==> src/rtl/frac_tick_pkg.sv <==
package frac_tick_pkg;
  // source select codes; code k (k>0) picks enable bit k-1
  typedef enum logic [1:0] {
    SRC_NONE = 2'd0,
    SRC_BUS  = 2'd1,
    SRC_RC   = 2'd2,
    SRC_XTAL = 2'd3
  } src_code_e;

  localparam int unsigned DEF_N_SRC  = 3;
  localparam int unsigned DEF_INT_W  = 8;
  localparam int unsigned DEF_FRAC_W = 6;
endpackage

==> src/rtl/ftk_src_mux.sv <==
module ftk_src_mux #(
  parameter int unsigned N_SRC = 3,
  parameter int unsigned SEL_W = 2
) (
  input  logic [N_SRC-1:0] src_en,
  input  logic [SEL_W-1:0] sel,
  output logic             sel_en
);
  logic [N_SRC-1:0] hit;

  // each source matches its own nonzero code; code 0 matches nothing
  for (genvar gi = 0; gi < N_SRC; gi++) begin : g_hit
    assign hit[gi] = src_en[gi] & (sel == SEL_W'(gi + 1));
  end

  assign sel_en = |hit;
endmodule

==> src/rtl/ftk_div_core.sv <==
module ftk_div_core #(
  parameter int unsigned INT_W  = 8,
  parameter int unsigned FRAC_W = 6,
  localparam int unsigned CNT_W = INT_W + 1
) (
  input  logic              clk,
  input  logic              rst_n,
  input  logic              active,
  input  logic              sen,
  input  logic [INT_W-1:0]  int_div,
  input  logic [FRAC_W-1:0] num,
  input  logic [FRAC_W-1:0] den,
  output logic              tick,
  output logic [CNT_W-1:0]  cnt_o,
  output logic [FRAC_W-1:0] acc_o
);
  logic [CNT_W-1:0]  cnt_q, cnt_d, last;
  logic [FRAC_W-1:0] acc_q, acc_d;
  logic [FRAC_W:0]   sum, diff;
  logic              extra_q, extra_d;
  logic              tick_q, fire, frac_on, upd_en;

  always_comb begin
    frac_on = (num < den);
    last    = {1'b0, int_div} + {{INT_W{1'b0}}, extra_q};
    fire    = active & sen & (cnt_q == last);
    sum     = {1'b0, acc_q} + {1'b0, num};
    diff    = sum - {1'b0, den};
    upd_en  = ~active | sen;
    cnt_d   = cnt_q;
    acc_d   = acc_q;
    extra_d = extra_q;
    if (!active) begin
      cnt_d   = '0;
      acc_d   = '0;
      extra_d = 1'b0;
    end else if (sen) begin
      if (cnt_q == last) begin
        cnt_d = '0;
        if (frac_on && (sum >= {1'b0, den})) begin
          acc_d   = diff[FRAC_W-1:0];
          extra_d = 1'b1;
        end else if (frac_on) begin
          acc_d   = sum[FRAC_W-1:0];
          extra_d = 1'b0;
        end else begin
          acc_d   = '0;
          extra_d = 1'b0;
        end
      end else begin
        cnt_d = cnt_q + 1'b1;
      end
    end
  end

  always_ff @(posedge clk or negedge rst_n) begin
    if (!rst_n) begin
      cnt_q   <= '0;
      acc_q   <= '0;
      extra_q <= 1'b0;
    end else if (upd_en) begin
      cnt_q   <= cnt_d;
      acc_q   <= acc_d;
      extra_q <= extra_d;
    end
  end

  always_ff @(posedge clk or negedge rst_n) begin
    if (!rst_n) tick_q <= 1'b0;
    else        tick_q <= fire;
  end

  assign tick  = tick_q;
  assign cnt_o = cnt_q;
  assign acc_o = acc_q;
endmodule

==> src/rtl/frac_tick_gen.sv <==
module frac_tick_gen
  import frac_tick_pkg::*;
#(
  parameter int unsigned N_SRC  = DEF_N_SRC,
  parameter int unsigned INT_W  = DEF_INT_W,
  parameter int unsigned FRAC_W = DEF_FRAC_W,
  localparam int unsigned SEL_W = $clog2(N_SRC + 1),
  localparam int unsigned CNT_W = INT_W + 1
) (
  input  logic              clk,
  input  logic              rst_n,
  input  logic [N_SRC-1:0]  src_en,
  input  logic              cfg_active,
  input  logic [SEL_W-1:0]  cfg_sel,
  input  logic [INT_W-1:0]  cfg_int,
  input  logic [FRAC_W-1:0] cfg_num,
  input  logic [FRAC_W-1:0] cfg_den,
  output logic              tick
);
  logic [1:0]        rst_sync_q;
  logic              core_rst_n;
  logic              sel_en;
  logic [CNT_W-1:0]  core_cnt;
  logic [FRAC_W-1:0] core_acc;

  // asynchronous assertion, synchronous release
  always_ff @(posedge clk or negedge rst_n) begin
    if (!rst_n) rst_sync_q <= 2'b00;
    else        rst_sync_q <= {rst_sync_q[0], 1'b1};
  end
  assign core_rst_n = rst_sync_q[1];

  ftk_src_mux #(.N_SRC(N_SRC), .SEL_W(SEL_W)) u_mux (
    .src_en (src_en),
    .sel    (cfg_sel),
    .sel_en (sel_en)
  );

  ftk_div_core #(.INT_W(INT_W), .FRAC_W(FRAC_W)) u_core (
    .clk     (clk),
    .rst_n   (core_rst_n),
    .active  (cfg_active),
    .sen     (sel_en),
    .int_div (cfg_int),
    .num     (cfg_num),
    .den     (cfg_den),
    .tick    (tick),
    .cnt_o   (core_cnt),
    .acc_o   (core_acc)
  );
endmodule

==> config.mk <==
export PLATFORM = sky130hd
export DESIGN_NAME = frac_tick_gen
export DESIGN_NICKNAME = d
export VERILOG_FILES = /design/src/rtl/frac_tick_pkg.sv /design/src/rtl/ftk_src_mux.sv /design/src/rtl/ftk_div_core.sv /design/src/rtl/frac_tick_gen.sv
export SDC_FILE = /design/constraint.sdc
export NUM_CORES = 1
export LEC_CHECK = 0
export ABC_AREA = 1
export BUFFER_PORTS_ARGS = -buffer_cell sky130_fd_sc_hd__buf_2
export CAP_MARGIN = 0
export CORE_ASPECT_RATIO = 0.75
export CORE_MARGIN = 1
export CORE_UTILIZATION = 52
export CTS_CLUSTER_SIZE = 14
export DETAILED_ROUTE_END_ITERATION = 10
export GPL_TIMING_DRIVEN = 0
export PLACE_DENSITY_LB_ADDON = 0.3
export SETUP_SLACK_MARGIN = 0.2
export SLEW_MARGIN = 10
export SYNTH_ARGS = -nofsm -noshare
export SYNTH_HDL_FRONTEND = slang
export SYNTH_SLANG_ARGS = --single-unit
==> constraint.sdc <==
create_clock -name clk -period 0.8 [get_ports clk]
set_input_delay 0.16 -clock clk [delete_from_list [all_inputs] [get_ports clk]]
set_output_delay 0.16 -clock clk [all_outputs]
set_load 0.02 [all_outputs]
==> flow_metrics.py, run 1 <==
metrics = {
    "place": {
        "detailed_place.area_mm2": 0.00212,
        "gpl.final_weighted_congestion": 0.830,
        "placedCellCount": 342,
        "placement.io_buffers": 27,
        "dpl.hpwl_um": 3350,
    },
    "floorplanning": {
        "die_area_mm2": 0.00390,
        "die_width_um": 71.8,
        "num_rows": 18,
        "floorplan.die.height_um": 54.3,
        "io_pins": 29,
        "core_mm2": 0.00338,
        "initial_core_util_pct": 56.2,
    },
    "sta": {
        "timing.slew.headroom_pct": 59.5,
        "setup_ws_ns": -1.79,
        "achievable-frequency_mhz": 386,
        "timing.clock.skew_ns": 0.00274,
        "finalSetupViolCount": 18,
        "unrepaired_setup_endpoints_after_global_routing": "yes",
        "post-route-period-util_pct": 324,
        "final_count_of_pins_violating_max_slew": 0,
        "tightestPinTransition_ns": 0.605,
        "timing_hold_violations_final": 0,
        "final.min_clock_period_ns": 2.59,
        "totalNegativeSetupSlack_ns": -23.65,
    },
    "layout": {
        "layout.cell_area.non_filler_mm2": 0.00248,
        "n_antenna_cell": 0,
        "layout.cells.non_filler": 359,
        "layout-drive-gt1-share_pct": 30.7,
        "area_delta_synth_final_pct": 30.8,
        "n_fill_cell": 234,
        "num-nets-final": 370,
    },
    "synthesis": {
        "xor_xnor_share_of_the_synthesized_area_pct": 6.46,
        "syn_area_mm2": 0.00190,
        "share_of_synthesized_cell_area_in_full_adder_half_adder_and_majority_cells_pct": 15.3,
        "synth_fp_nets": 325,
        "ys.warnings.count": 0,
        "synth_seq_area_share_pct": 25.0,
        "combinational_family_with_the_most_area_after_synthesis": "simple AND/OR/NAND/NOR gates",
        "ys_seq_elements": 19,
        "syn_inst": 275,
        "distinct_cell_type_count_of_the_synthesized_netlist": 30,
        "mapped_avg_cell_area_um2": 6.91,
        "yosys-mux-area-fraction_pct": 0,
        "synth-compound-area-share_pct": 4.87,
        "simple_logic_cell_fraction_of_the_synthesized_area_pct": 40.8,
    },
    "critical_path": {
        "critPathArrivalTime_ns": 2.79,
        "reg2reg_setup_slack_ns": -1.79,
        "worst-endpoint-required_ns": 1.00,
        "worstSetupPathType": "flip-flop to flip-flop",
        "r2r-end": "u_core.acc_o[3]$_DFFE_PN0P_",
        "cp-end-kind": "flip-flop",
        "critPathLaunchType": "flip-flop",
        "worst-r2r-cell-count": 16,
        "r2r_start": "u_core.acc_o[0]$_DFFE_PN0P_",
        "crit_fanout": 6,
    },
    "routing": {
        "wl_um": 5050,
        "drc": 0,
        "wire_per_inst_um": 14.1,
        "antenna_left": 0,
        "drt_iter0_markers": 162,
        "routed-via-count": 2037,
        "via_per_instance_ratio": 5.67,
        "drt_first_pass_iters": 5,
    },
    "cts": {
        "numCtsBuffers": 3,
        "path_clk_slew_ns": 0.07,
        "tritoncts_clock_tree": "done",
        "cts-htree-levels": 1,
        "cts_num_sinks": 19,
        "max-clock-path-buffers": 2,
        "latest_clock_arrival_within_the_worst_skew_pair_ns": 0.25,
        "clock-root-buffer": "sky130_fd_sc_hd__clkbuf_8",
    },
    "global_routing": {
        "grt_antenna_before_repair": 0,
        "overflow": 0,
        "first_pass_grt_wire_length_um": 7870,
        "number_of_global_route_vias_before_repair": 1788,
        "grt_start_max_net_pins": 18,
        "global_route.usage.total_pct": 26.9,
    },
    "power": {
        "static-leakage-power_nw": 1.27,
        "vdd_drop_max_v": 0.00118,
        "cellPowerDensity_mw_per_mm2": 1640,
        "finalPower_mw": 4.07,
    },
    "outcome": {
        "outcome": "finished with violations",
        "violated_checks": "negative setup slack",
    },
    "job": {
        "maxCapViolations": 0,
    },
    "min_path": {
        "min_path_type": "flip-flop to async pin",
    },
}
[registers in the layout (all words and copies together) (netlist names)]
signal / count
rst_sync_q: 2
u_core.acc_o: 6
u_core.cnt_o: 9
u_core.extra_q: 1
u_core.tick: 1
[cells in the mapped netlist]
library cell,instances,area (um^2)
sky130_fd_sc_hd__buf_2,1,5.00
sky130_fd_sc_hd__nor2_1,27,101
sky130_fd_sc_hd__nor2_4,1,11.3
sky130_fd_sc_hd__a21o_1,1,7.51
sky130_fd_sc_hd__nand3b_1,2,15.0
sky130_fd_sc_hd__or2_2,2,12.5
sky130_fd_sc_hd__nand2_4,1,11.3
sky130_fd_sc_hd__or2_1,1,6.26
sky130_fd_sc_hd__nand2_2,1,6.26
sky130_fd_sc_hd__nand3_4,1,17.5
sky130_fd_sc_hd__nand4_1,12,75.1
sky130_fd_sc_hd__and2_1,1,6.26
sky130_fd_sc_hd__o21ai_0,4,20.0
sky130_fd_sc_hd__nor3_1,2,10.0
sky130_fd_sc_hd__ha_1,20,250
sky130_fd_sc_hd__inv_2,1,3.75
sky130_fd_sc_hd__fa_1,2,40.0
sky130_fd_sc_hd__inv_1,31,116
sky130_fd_sc_hd__a21oi_1,11,55.1
sky130_fd_sc_hd__nand2_1,80,300
sky130_fd_sc_hd__xnor2_1,6,52.6
sky130_fd_sc_hd__nand3_2,3,30.0
sky130_fd_sc_hd__nor3_2,1,10.0
sky130_fd_sc_hd__xor2_1,8,70.1
sky130_fd_sc_hd__o21ai_1,2,10.0
sky130_fd_sc_hd__conb_1,1,3.75
sky130_fd_sc_hd__clkbuf_8,1,13.8
sky130_fd_sc_hd__dfrtp_1,19,475
sky130_fd_sc_hd__nand3_1,30,150
sky130_fd_sc_hd__nor2_2,2,12.5
[cell usage in the layout (no fill, tap or decap), types with 3 or more instances in the layout]
master	n
sky130_fd_sc_hd__nor2_2	7
sky130_fd_sc_hd__nor2_1	22
sky130_fd_sc_hd__nand4_1	12
sky130_fd_sc_hd__o21ai_0	4
sky130_fd_sc_hd__nand2_4	5
sky130_fd_sc_hd__nand2_1	68
sky130_fd_sc_hd__nand3_2	10
sky130_fd_sc_hd__clkbuf_8	4
sky130_fd_sc_hd__a21oi_2	3
sky130_fd_sc_hd__inv_1	30
sky130_fd_sc_hd__dfrtp_1	18
sky130_fd_sc_hd__nand3_1	24
sky130_fd_sc_hd__xnor2_1	6
sky130_fd_sc_hd__buf_2	27
sky130_fd_sc_hd__buf_4	9
sky130_fd_sc_hd__xor2_1	6
sky130_fd_sc_hd__ha_1	12
sky130_fd_sc_hd__nand2_2	10
sky130_fd_sc_hd__a21oi_1	7
sky130_fd_sc_hd__ha_4	6
[area by class of cell]
type | count | area, um^2 | area share, %
repair buffers | 38 | 230 | 9.27
flip-flops and latches | 19 | 477 | 19.2
multi-input cells | 224 | 1540 | 62.0
plain buffers | 2 | 18.8 | 0.756
inverters | 32 | 120 | 4.84
clock buffers | 3 | 41.3 | 1.66
well taps | 40 | 50.0 | 2.02
clock inverters | 1 | 7.51 | 0.302
[repair_timing]
action,in CTS,in global routing
cloned,2,0
hold buffers,1,0
buffers inserted,10,0
hold endpoints to repair,2,0
pin swaps,25,17
setup endpoints to repair,35,18
resized for setup,25,19
[how the worst max path moves through the flow]
stage                                           start                          end  slack [ns]
after floorplan           u_core.acc_o[0]$_DFFE_PN0P_  u_core.acc_o[3]$_DFFE_PN0P_       -1.56
after global placement    u_core.acc_o[0]$_DFFE_PN0P_  u_core.acc_o[4]$_DFFE_PN0P_       -1.85
after detailed placement  u_core.acc_o[0]$_DFFE_PN0P_  u_core.acc_o[3]$_DFFE_PN0P_       -1.89
after CTS                 u_core.acc_o[0]$_DFFE_PN0P_  u_core.acc_o[3]$_DFFE_PN0P_       -1.72
after global routing      u_core.acc_o[0]$_DFFE_PN0P_  u_core.acc_o[3]$_DFFE_PN0P_       -1.92
final                     u_core.acc_o[0]$_DFFE_PN0P_  u_core.acc_o[3]$_DFFE_PN0P_       -1.79
[cells by family after synthesis]
| kind of cell | count (synthesis) |
|---|---|
| adders and majority gates | 22 |
| DFF | 19 |
| AOI/OAI and AO/OA | 18 |
| xor gates and xnor gates | 14 |
| and+or+nand+nor | 167 |
| buffers and inverters | 34 |
| other | 1 |
[stage by stage]
step / setup slack [ns] / hold WS [ns] / util, %
CTS: -1.72 / 0.196 / 70.8
finish: -1.79 / 0.187 / 73.5
global placement: -1.85 / -0.0534 / 62.8
floorplan: -1.56 / -0.136 / -
detailed placement: -1.89 / -0.0549 / 62.8
global route: -1.92 / 0.210 / 73.5
[worst max-delay path, cell delays in order, from the launching register on]
cell and delay (ns):
sky130_fd_sc_hd__dfrtp_1 0.41, sky130_fd_sc_hd__ha_4 0.17, sky130_fd_sc_hd__fa_2 0.41, sky130_fd_sc_hd__xor2_4 0.22, sky130_fd_sc_hd__ha_4 0.31, sky130_fd_sc_hd__nand3_1 0.13, sky130_fd_sc_hd__nand3_2 0.12, sky130_fd_sc_hd__nand2_2 0.08
sky130_fd_sc_hd__nand2_2 0.08, sky130_fd_sc_hd__nand2_2 0.06, sky130_fd_sc_hd__nand2_4 0.10, sky130_fd_sc_hd__nand2_4 0.09, sky130_fd_sc_hd__nand2_2 0.09, sky130_fd_sc_hd__nand2_1 0.06, sky130_fd_sc_hd__nor2_1 0.09, sky130_fd_sc_hd__nand2_1 0.06
sky130_fd_sc_hd__nand2_1 0.05
[where the power goes]
| part | internal [mW] | switching [mW] |
|---|---|---|
| clock network | 0.351 | 0.326 |
| registers | 1.04 | 0.107 |
| logic | 0.973 | 1.27 |
| total | 2.36 | 1.70 |
[layer usage]
metal	part of all wire (%)	track usage, %	vias up	wire, um
li1	-	-	989	-
met1	45	37.1	919	2290
met2	43	43.7	113	2180
met3	9.2	6.26	16	463
met4	2.4	5.56	0	119
met5	0	0	-	0
(Power assumes the default switching activity.)
==> inputs of run 2 (changes only) <==
- ABC_AREA: 1 -> not set
- CORE_UTILIZATION: 52 -> 51
==> flow_metrics.py, run 2 <==
metrics = {
    "outcome": {
        "outcome": "finished with violations",
        "violated_checks": "design-rule violations, negative setup slack",
    },
    "sta": {
        "timing_hold_violations_final": 0,
        "finalSetupViolCount": 18,
        "final.min_clock_period_ns": 2.95,
        "unrepaired_setup_endpoints_after_global_routing": "yes",
        "timing.clock.skew_ns": 0.00467,
        "final_count_of_pins_violating_max_slew": 0,
        "tightestPinTransition_ns": 0.670,
        "post-route-period-util_pct": 369,
        "totalNegativeSetupSlack_ns": -31.26,
        "setup_ws_ns": -2.15,
        "hold_ws_ns": 0.176,
        "timing.slew.headroom_pct": 54.7,
        "achievable-frequency_mhz": 338,
    },
    "routing": {
        "routed-via-count": 1656,
        "drt_iter0_markers": 107,
        "wl_um": 4120,
        "via_per_instance_ratio": 5.69,
        "drt_first_pass_iters": 8,
        "drc": 6,
        "antenna_left": 0,
        "wire_per_inst_um": 14.1,
    },
    "critical_path": {
        "cp_dominant_cell_by_count": "sky130_fd_sc_hd__a21oi_2",
        "crit_fanout": 4,
        "worst_path_dominant_cell_family": "adder cells",
        "worst-endpoint-required_ns": 0.99,
        "cp-end-kind": "flip-flop",
        "critPathArrivalTime_ns": 3.14,
        "path_buf_inv": 0,
        "cp_slowest_cell": "sky130_fd_sc_hd__fa_2",
        "crit_path_cell_trace": "ha_2 > fa_2 > a21o_1 > a21oi_2 > xnor2_2 > ha_4 > a21oi_2 > o21ai_2 > a221oi_4 > or2_4 > or3_4 > a21oi_2",
        "critPathLaunchType": "flip-flop",
        "critPathMaxStageDelay_ns": 0.42,
        "worstSetupPathType": "flip-flop to flip-flop",
    },
    "global_routing": {
        "number_of_global_route_vias_before_repair": 1430,
        "grt_antenna_before_repair": 0,
        "global_route.usage.total_pct": 23.0,
        "overflow": 0,
        "grt_start_max_net_pins": 18,
        "first_pass_grt_wire_length_um": 6580,
    },
    "layout": {
        "largest_register_ff_count": 9,
        "area_delta_synth_final_pct": 25.9,
        "n_fill_cell": 262,
        "layout-drive-gt1-share_pct": 29.1,
        "layout.cell_area.non_filler_mm2": 0.00227,
        "num-nets-final": 302,
        "layout.cells.most_common_list": "26 x sky130_fd_sc_hd__buf_2, 23 x sky130_fd_sc_hd__inv_1, 18 x sky130_fd_sc_hd__dfrtp_1",
        "n_antenna_cell": 0,
        "layout_commonest_cell": "sky130_fd_sc_hd__buf_2",
    },
    "place": {
        "gpl.final_weighted_congestion": 0.894,
        "dpl.hpwl_um": 3130,
        "placement.io_buffers": 27,
        "preCtsSetupSlack_ns": -2.24,
        "detailed_place.area_mm2": 0.00205,
    },
    "floorplanning": {
        "core_mm2": 0.00333,
        "die_area_mm2": 0.00378,
        "num_rows": 18,
        "io_pins": 29,
        "floorplan.die.height_um": 53.5,
        "initial_core_util_pct": 54.1,
        "die_width_um": 70.7,
    },
    "power": {
        "power_frac_clock_pct": 27.0,
        "comb_power_share_pct": 30.8,
        "vdd_drop_max_v": 0.000936,
        "cellPowerDensity_mw_per_mm2": 1050,
        "static-leakage-power_nw": 1.06,
        "power.switching_mw": 0.714,
        "sequentialPowerShare_pct": 42.2,
        "power.share.switching_pct": 29.9,
        "intPower_mw": 1.68,
    },
    "synthesis": {
        "ys.warnings.count": 0,
        "synthTopCellsByArea": "sky130_fd_sc_hd__dfrtp_1 26%, sky130_fd_sc_hd__ha_1 14%, sky130_fd_sc_hd__xnor2_1 5.8%",
        "yosys.area.top_type_share_pct": 26.4,
        "syn_area_mm2": 0.00180,
        "distinct_cell_type_count_of_the_synthesized_netlist": 48,
        "synth-edff-count": 0,
        "mapped_avg_cell_area_um2": 8.59,
        "synth_flop_cell": "sky130_fd_sc_hd__dfrtp_1",
        "synth_seq_area_share_pct": 26.4,
        "synth.most_common_cell": "sky130_fd_sc_hd__inv_1",
        "synth_top_area_cell": "sky130_fd_sc_hd__dfrtp_1",
        "synth_fp_nets": 260,
        "syn_inst": 210,
        "async_flop_share_pct": 100,
        "ys_seq_elements": 19,
        "synth.top_cells.by_count": "24 x sky130_fd_sc_hd__inv_1, 20 x sky130_fd_sc_hd__ha_1, 19 x sky130_fd_sc_hd__dfrtp_1, 15 x sky130_fd_sc_hd__nor2_1",
    },
    "cts": {
        "cts_num_sinks": 19,
        "tritoncts_clock_tree": "done",
        "path_clk_slew_ns": 0.07,
        "clock-root-buffer": "sky130_fd_sc_hd__clkbuf_8",
        "max-clock-path-buffers": 2,
        "latest_clock_arrival_within_the_worst_skew_pair_ns": 0.25,
        "cts-htree-levels": 1,
        "numCtsBuffers": 3,
    },
    "job": {
        "maxCapViolations": 0,
    },
    "min_path": {
        "min_path_type": "flip-flop to async pin",
    },
}
-- run 2: cells by family after synthesis --
group | after synthesis | share of synthesized area, %
buffers and inverters | 28 | 6.80
flip-flops | 19 | 26.4
AO/OA/AOI/OAI | 55 | 20.5
multiplexers | 3 | 1.66
other | 1 | 0.208
adder cells (fa/ha/maj) | 22 | 16.1
XOR/XNOR | 22 | 10.7
AND/OR/NAND/NOR | 60 | 17.7
-- run 2: routing by layer --
metal | global-route usage (%) | vias up | share of wire (%)
met5 | 0 | - | 0
met2 | 33.0 | 54 | 41
met3 | 4.57 | 7 | 6.8
li1 | - | 840 | -
met4 | 5.00 | 0 | 0.90
met1 | 35.2 | 755 | 51
-- run 2: layout make-up --
| type | instances | area, um^2 | area share (%) |
|---|---|---|---|
| clock buffer | 4 | 45.0 | 1.98 |
| sequential | 19 | 477 | 21.0 |
| tap | 40 | 50.0 | 2.20 |
| buffer | 4 | 38.8 | 1.71 |
| multi-input combinational | 163 | 1350 | 59.4 |
| timing repair buffer | 37 | 223 | 9.80 |
| inverter | 24 | 90.1 | 3.96 |
-- run 2: path summary, 6_finish.rpt --
kind	cells after the start	startpoint	endpoint	slack [ns]
min in group clk	3	cfg_active	u_core.extra_q$_DFFE_PN0P_	0.19
worst max register to register	12	u_core.acc_o[0]$_DFFE_PN0P_	u_core.extra_q$_DFFE_PN0P_	-2.15
worst min register to register	0	rst_sync_q[1]$_DFF_PN0_	u_core.cnt_o[0]$_DFFE_PN0P_	0.18
worst max-delay path	12	u_core.acc_o[0]$_DFFE_PN0P_	u_core.extra_q$_DFFE_PN0P_	-2.15
max in group asynchronous	0	rst_sync_q[1]$_DFF_PN0_	u_core.acc_o[3]$_DFFE_PN0P_	0.36
worst min-delay path	0	rst_sync_q[1]$_DFF_PN0_	u_core.cnt_o[0]$_DFFE_PN0P_	0.18
-- run 2: timing repair --
item / 4_1_cts / 5_1_grt
resized for setup: 14 / 9
hold endpoints to repair: 2 / 0
endpoints found under the setup margin: 35 / 18
pin swaps: 11 / 8
hold buffers: 1 / 0
setup buffers: 7 / 2
-- run 2: worst reg2reg max path: stages, from the launching register on --
cell	delay, ns
sky130_fd_sc_hd__dfrtp_1	0.38
sky130_fd_sc_hd__ha_2	0.19
sky130_fd_sc_hd__fa_2	0.42
sky130_fd_sc_hd__a21o_1	0.18
sky130_fd_sc_hd__a21oi_2	0.19
sky130_fd_sc_hd__xnor2_2	0.13
sky130_fd_sc_hd__ha_4	0.30
sky130_fd_sc_hd__a21oi_2	0.07
sky130_fd_sc_hd__o21ai_2	0.20
sky130_fd_sc_hd__a221oi_4	0.07
sky130_fd_sc_hd__or2_4	0.27
sky130_fd_sc_hd__or3_4	0.34
sky130_fd_sc_hd__a21oi_2	0.15
-- run 2: stage by stage --
stage               std cells  utilization [%]  total power, mW
floorplan                 210                -             1.47
global placement          277             61.5             1.65
detailed placement        277             61.5             1.67
CTS                       289             66.0             2.37
global route              291             68.2             2.56
finish                    291             68.2             2.39
-- run 2: power by group through the flow --
stage | Combinational (mW) | Sequential, mW | Clock, mW
3_5_place_dp | 0.641 | 1.03 | 0
3_3_place_gp | 0.629 | 1.02 | 0
5_1_grt | 0.813 | 1.01 | 0.732
4_1_cts | 0.690 | 1.01 | 0.669
2_1_floorplan | 0.452 | 1.02 | 0
6_report | 0.736 | 1.01 | 0.646
==> inputs of run 3 (changes only) <==
- CORE_UTILIZATION: 51 -> 54
- clock period: 0.8 -> 2.8 ns (I/O delays scaled with it)
==> flow_metrics.py, run 3 (synthesis gave the netlist of run 2 again) <==
metrics = {
    "outcome": {
        "outcome": "finished with violations",
        "violated_checks": "negative setup slack",
    },
    "global_routing": {
        "number_of_global_route_vias_before_repair": 1471,
        "global_route.usage.total_pct": 27.3,
        "overflow": 0,
        "first_pass_grt_wire_length_um": 6940,
        "grt_start_max_net_pins": 18,
        "grt_antenna_before_repair": 0,
    },
    "sta": {
        "setup_ws_ns": -0.139,
        "timing.slew.headroom_pct": 55.6,
        "timing.clock.skew_ns": 0.00164,
        "finalSetupViolCount": 7,
        "final.min_clock_period_ns": 2.94,
        "unrepaired_setup_endpoints_after_global_routing": "yes",
        "final_count_of_pins_violating_max_slew": 0,
        "tightestPinTransition_ns": 0.666,
        "hold_ws_ns": 0.0550,
        "post-route-period-util_pct": 105,
        "achievable-frequency_mhz": 340,
        "totalNegativeSetupSlack_ns": -0.640,
        "timing_hold_violations_final": 0,
    },
    "routing": {
        "wl_um": 4920,
        "wire_per_inst_um": 16.8,
        "antenna_left": 0,
        "via_per_instance_ratio": 6.06,
        "drc": 0,
        "routed-via-count": 1775,
        "drt_iter0_markers": 86,
        "drt_first_pass_iters": 4,
    },
    "place": {
        "dpl.hpwl_um": 3280,
        "placement.io_buffers": 27,
        "preCtsSetupSlack_ns": -0.566,
        "placedCellCount": 275,
        "gpl.final_weighted_congestion": 0.832,
    },
    "cts": {
        "path_clk_slew_ns": 0.07,
        "max-clock-path-buffers": 2,
        "latest_clock_arrival_within_the_worst_skew_pair_ns": 0.27,
        "numCtsBuffers": 3,
        "cts-htree-levels": 1,
        "cts_num_sinks": 19,
        "clock-root-buffer": "sky130_fd_sc_hd__clkbuf_8",
        "holdBufCountCts": 0,
        "tritoncts_clock_tree": "done",
    },
    "critical_path": {
        "cp_dominant_cell_by_count": "sky130_fd_sc_hd__ha_4",
        "cp_slowest_cell": "sky130_fd_sc_hd__dfrtp_1",
        "critPathMaxStageDelay_ns": 0.41,
        "path_buf_inv": 1,
        "critPathLaunchType": "flip-flop",
        "crit_path_cell_trace": "ha_4 > fa_2 > a21o_1 > a21oi_2 > xnor2_2 > ha_4 > and3_4 > a221oi_4 > buf_4 > mux2i_1 > o22ai_1",
        "worstSetupPathType": "flip-flop to flip-flop",
        "worst_path_dominant_cell_family": "compound AO/OA/AOI/OAI gates",
        "cp-end-kind": "flip-flop",
        "crit_fanout": 5,
        "critPathArrivalTime_ns": 3.09,
        "worst-endpoint-required_ns": 2.95,
    },
    "layout": {
        "area_delta_synth_final_pct": 31.2,
        "n_antenna_cell": 0,
        "layout.cells.non_filler": 293,
        "largest_register_ff_count": 9,
        "layout_commonest_cell": "sky130_fd_sc_hd__buf_2",
        "layout.cells.most_common_list": "27 x sky130_fd_sc_hd__buf_2, 22 x sky130_fd_sc_hd__inv_1, 19 x sky130_fd_sc_hd__dfrtp_1",
        "layout-drive-gt1-share_pct": 34.5,
        "num-nets-final": 306,
    },
    "job": {
        "maxCapViolations": 0,
    },
    "floorplanning": {
        "io_pins": 29,
        "core_mm2": 0.00306,
        "die_area_mm2": 0.00358,
        "num_rows": 17,
        "initial_core_util_pct": 58.9,
        "floorplan.die.height_um": 52.1,
        "die_width_um": 68.7,
    },
    "power": {
        "finalPower_mw": 0.727,
        "vdd_drop_max_v": 0.000214,
        "cellPowerDensity_mw_per_mm2": 307,
        "static-leakage-power_nw": 1.10,
    },
    "min_path": {
        "min_path_type": "primary input to async pin",
    },
}
run 3: path summary, 6_finish.rpt:
kind	startpoint	endpoint	slack, ns	depth (start not counted)
setup / recovery	u_core.acc_o[0]$_DFFE_PN0P_	u_core.acc_o[1]$_DFFE_PN0P_	-0.14	11
hold / removal	rst_n	rst_sync_q[0]$_DFF_PN0_	0.05	1
setup reg to reg	u_core.acc_o[0]$_DFFE_PN0P_	u_core.acc_o[1]$_DFFE_PN0P_	-0.14	11
hold reg to reg	rst_sync_q[1]$_DFF_PN0_	u_core.acc_o[5]$_DFFE_PN0P_	0.28	0
max in group asynchronous	rst_sync_q[1]$_DFF_PN0_	u_core.cnt_o[8]$_DFFE_PN0P_	2.10	0
min in group clk	rst_sync_q[0]$_DFF_PN0_	rst_sync_q[1]$_DFF_PN0_	0.36	0
run 3: what timing repair did:
| action | CTS | global route |
|---|---|---|
| pin swaps | 26 | 11 |
| resized for setup | 22 | 17 |
| setup buffers | 9 | 4 |
| cloned | 1 | 0 |
| endpoints found under the setup margin | 14 | 17 |
run 3: area by class of cell:
| type | count | area, um^2 |
|---|---|---|
| Fill cell | 207 | 696 |
| Tap cell | 38 | 47.5 |
| Sequential cell | 19 | 475 |
| Timing Repair Buffer | 41 | 244 |
| Clock inverter | 1 | 5.00 |
| Clock buffer | 3 | 41.3 |
| Buffer | 4 | 48.8 |
| Multi-Input combinational cell | 163 | 1420 |
| Inverter | 24 | 90.1 |
run 3: report_power, final:
| group | switching [mW] | internal (mW) |
|---|---|---|
| combinational | 0.126 | 0.113 |
| clock | 0.0999 | 0.0996 |
| sequential | 0.00951 | 0.278 |
run 3: per-stage QoR:
step | cell area, um^2 | utilization, %
CTS | 2240 | 73.1
global route | 2370 | 77.3
floorplan | 1860 | -
finish | 2370 | 77.3
detailed placement | 2040 | 66.6
global placement | 2040 | 66.6
run 3: layer usage:
metal,vias to the layer above,GRT usage [%],wire (um)
met1,830,38.9,2230
met5,-,0,0
met3,13,6.80,381
met4,0,8.50,148
met2,78,40.5,2170
li1,854,-,-
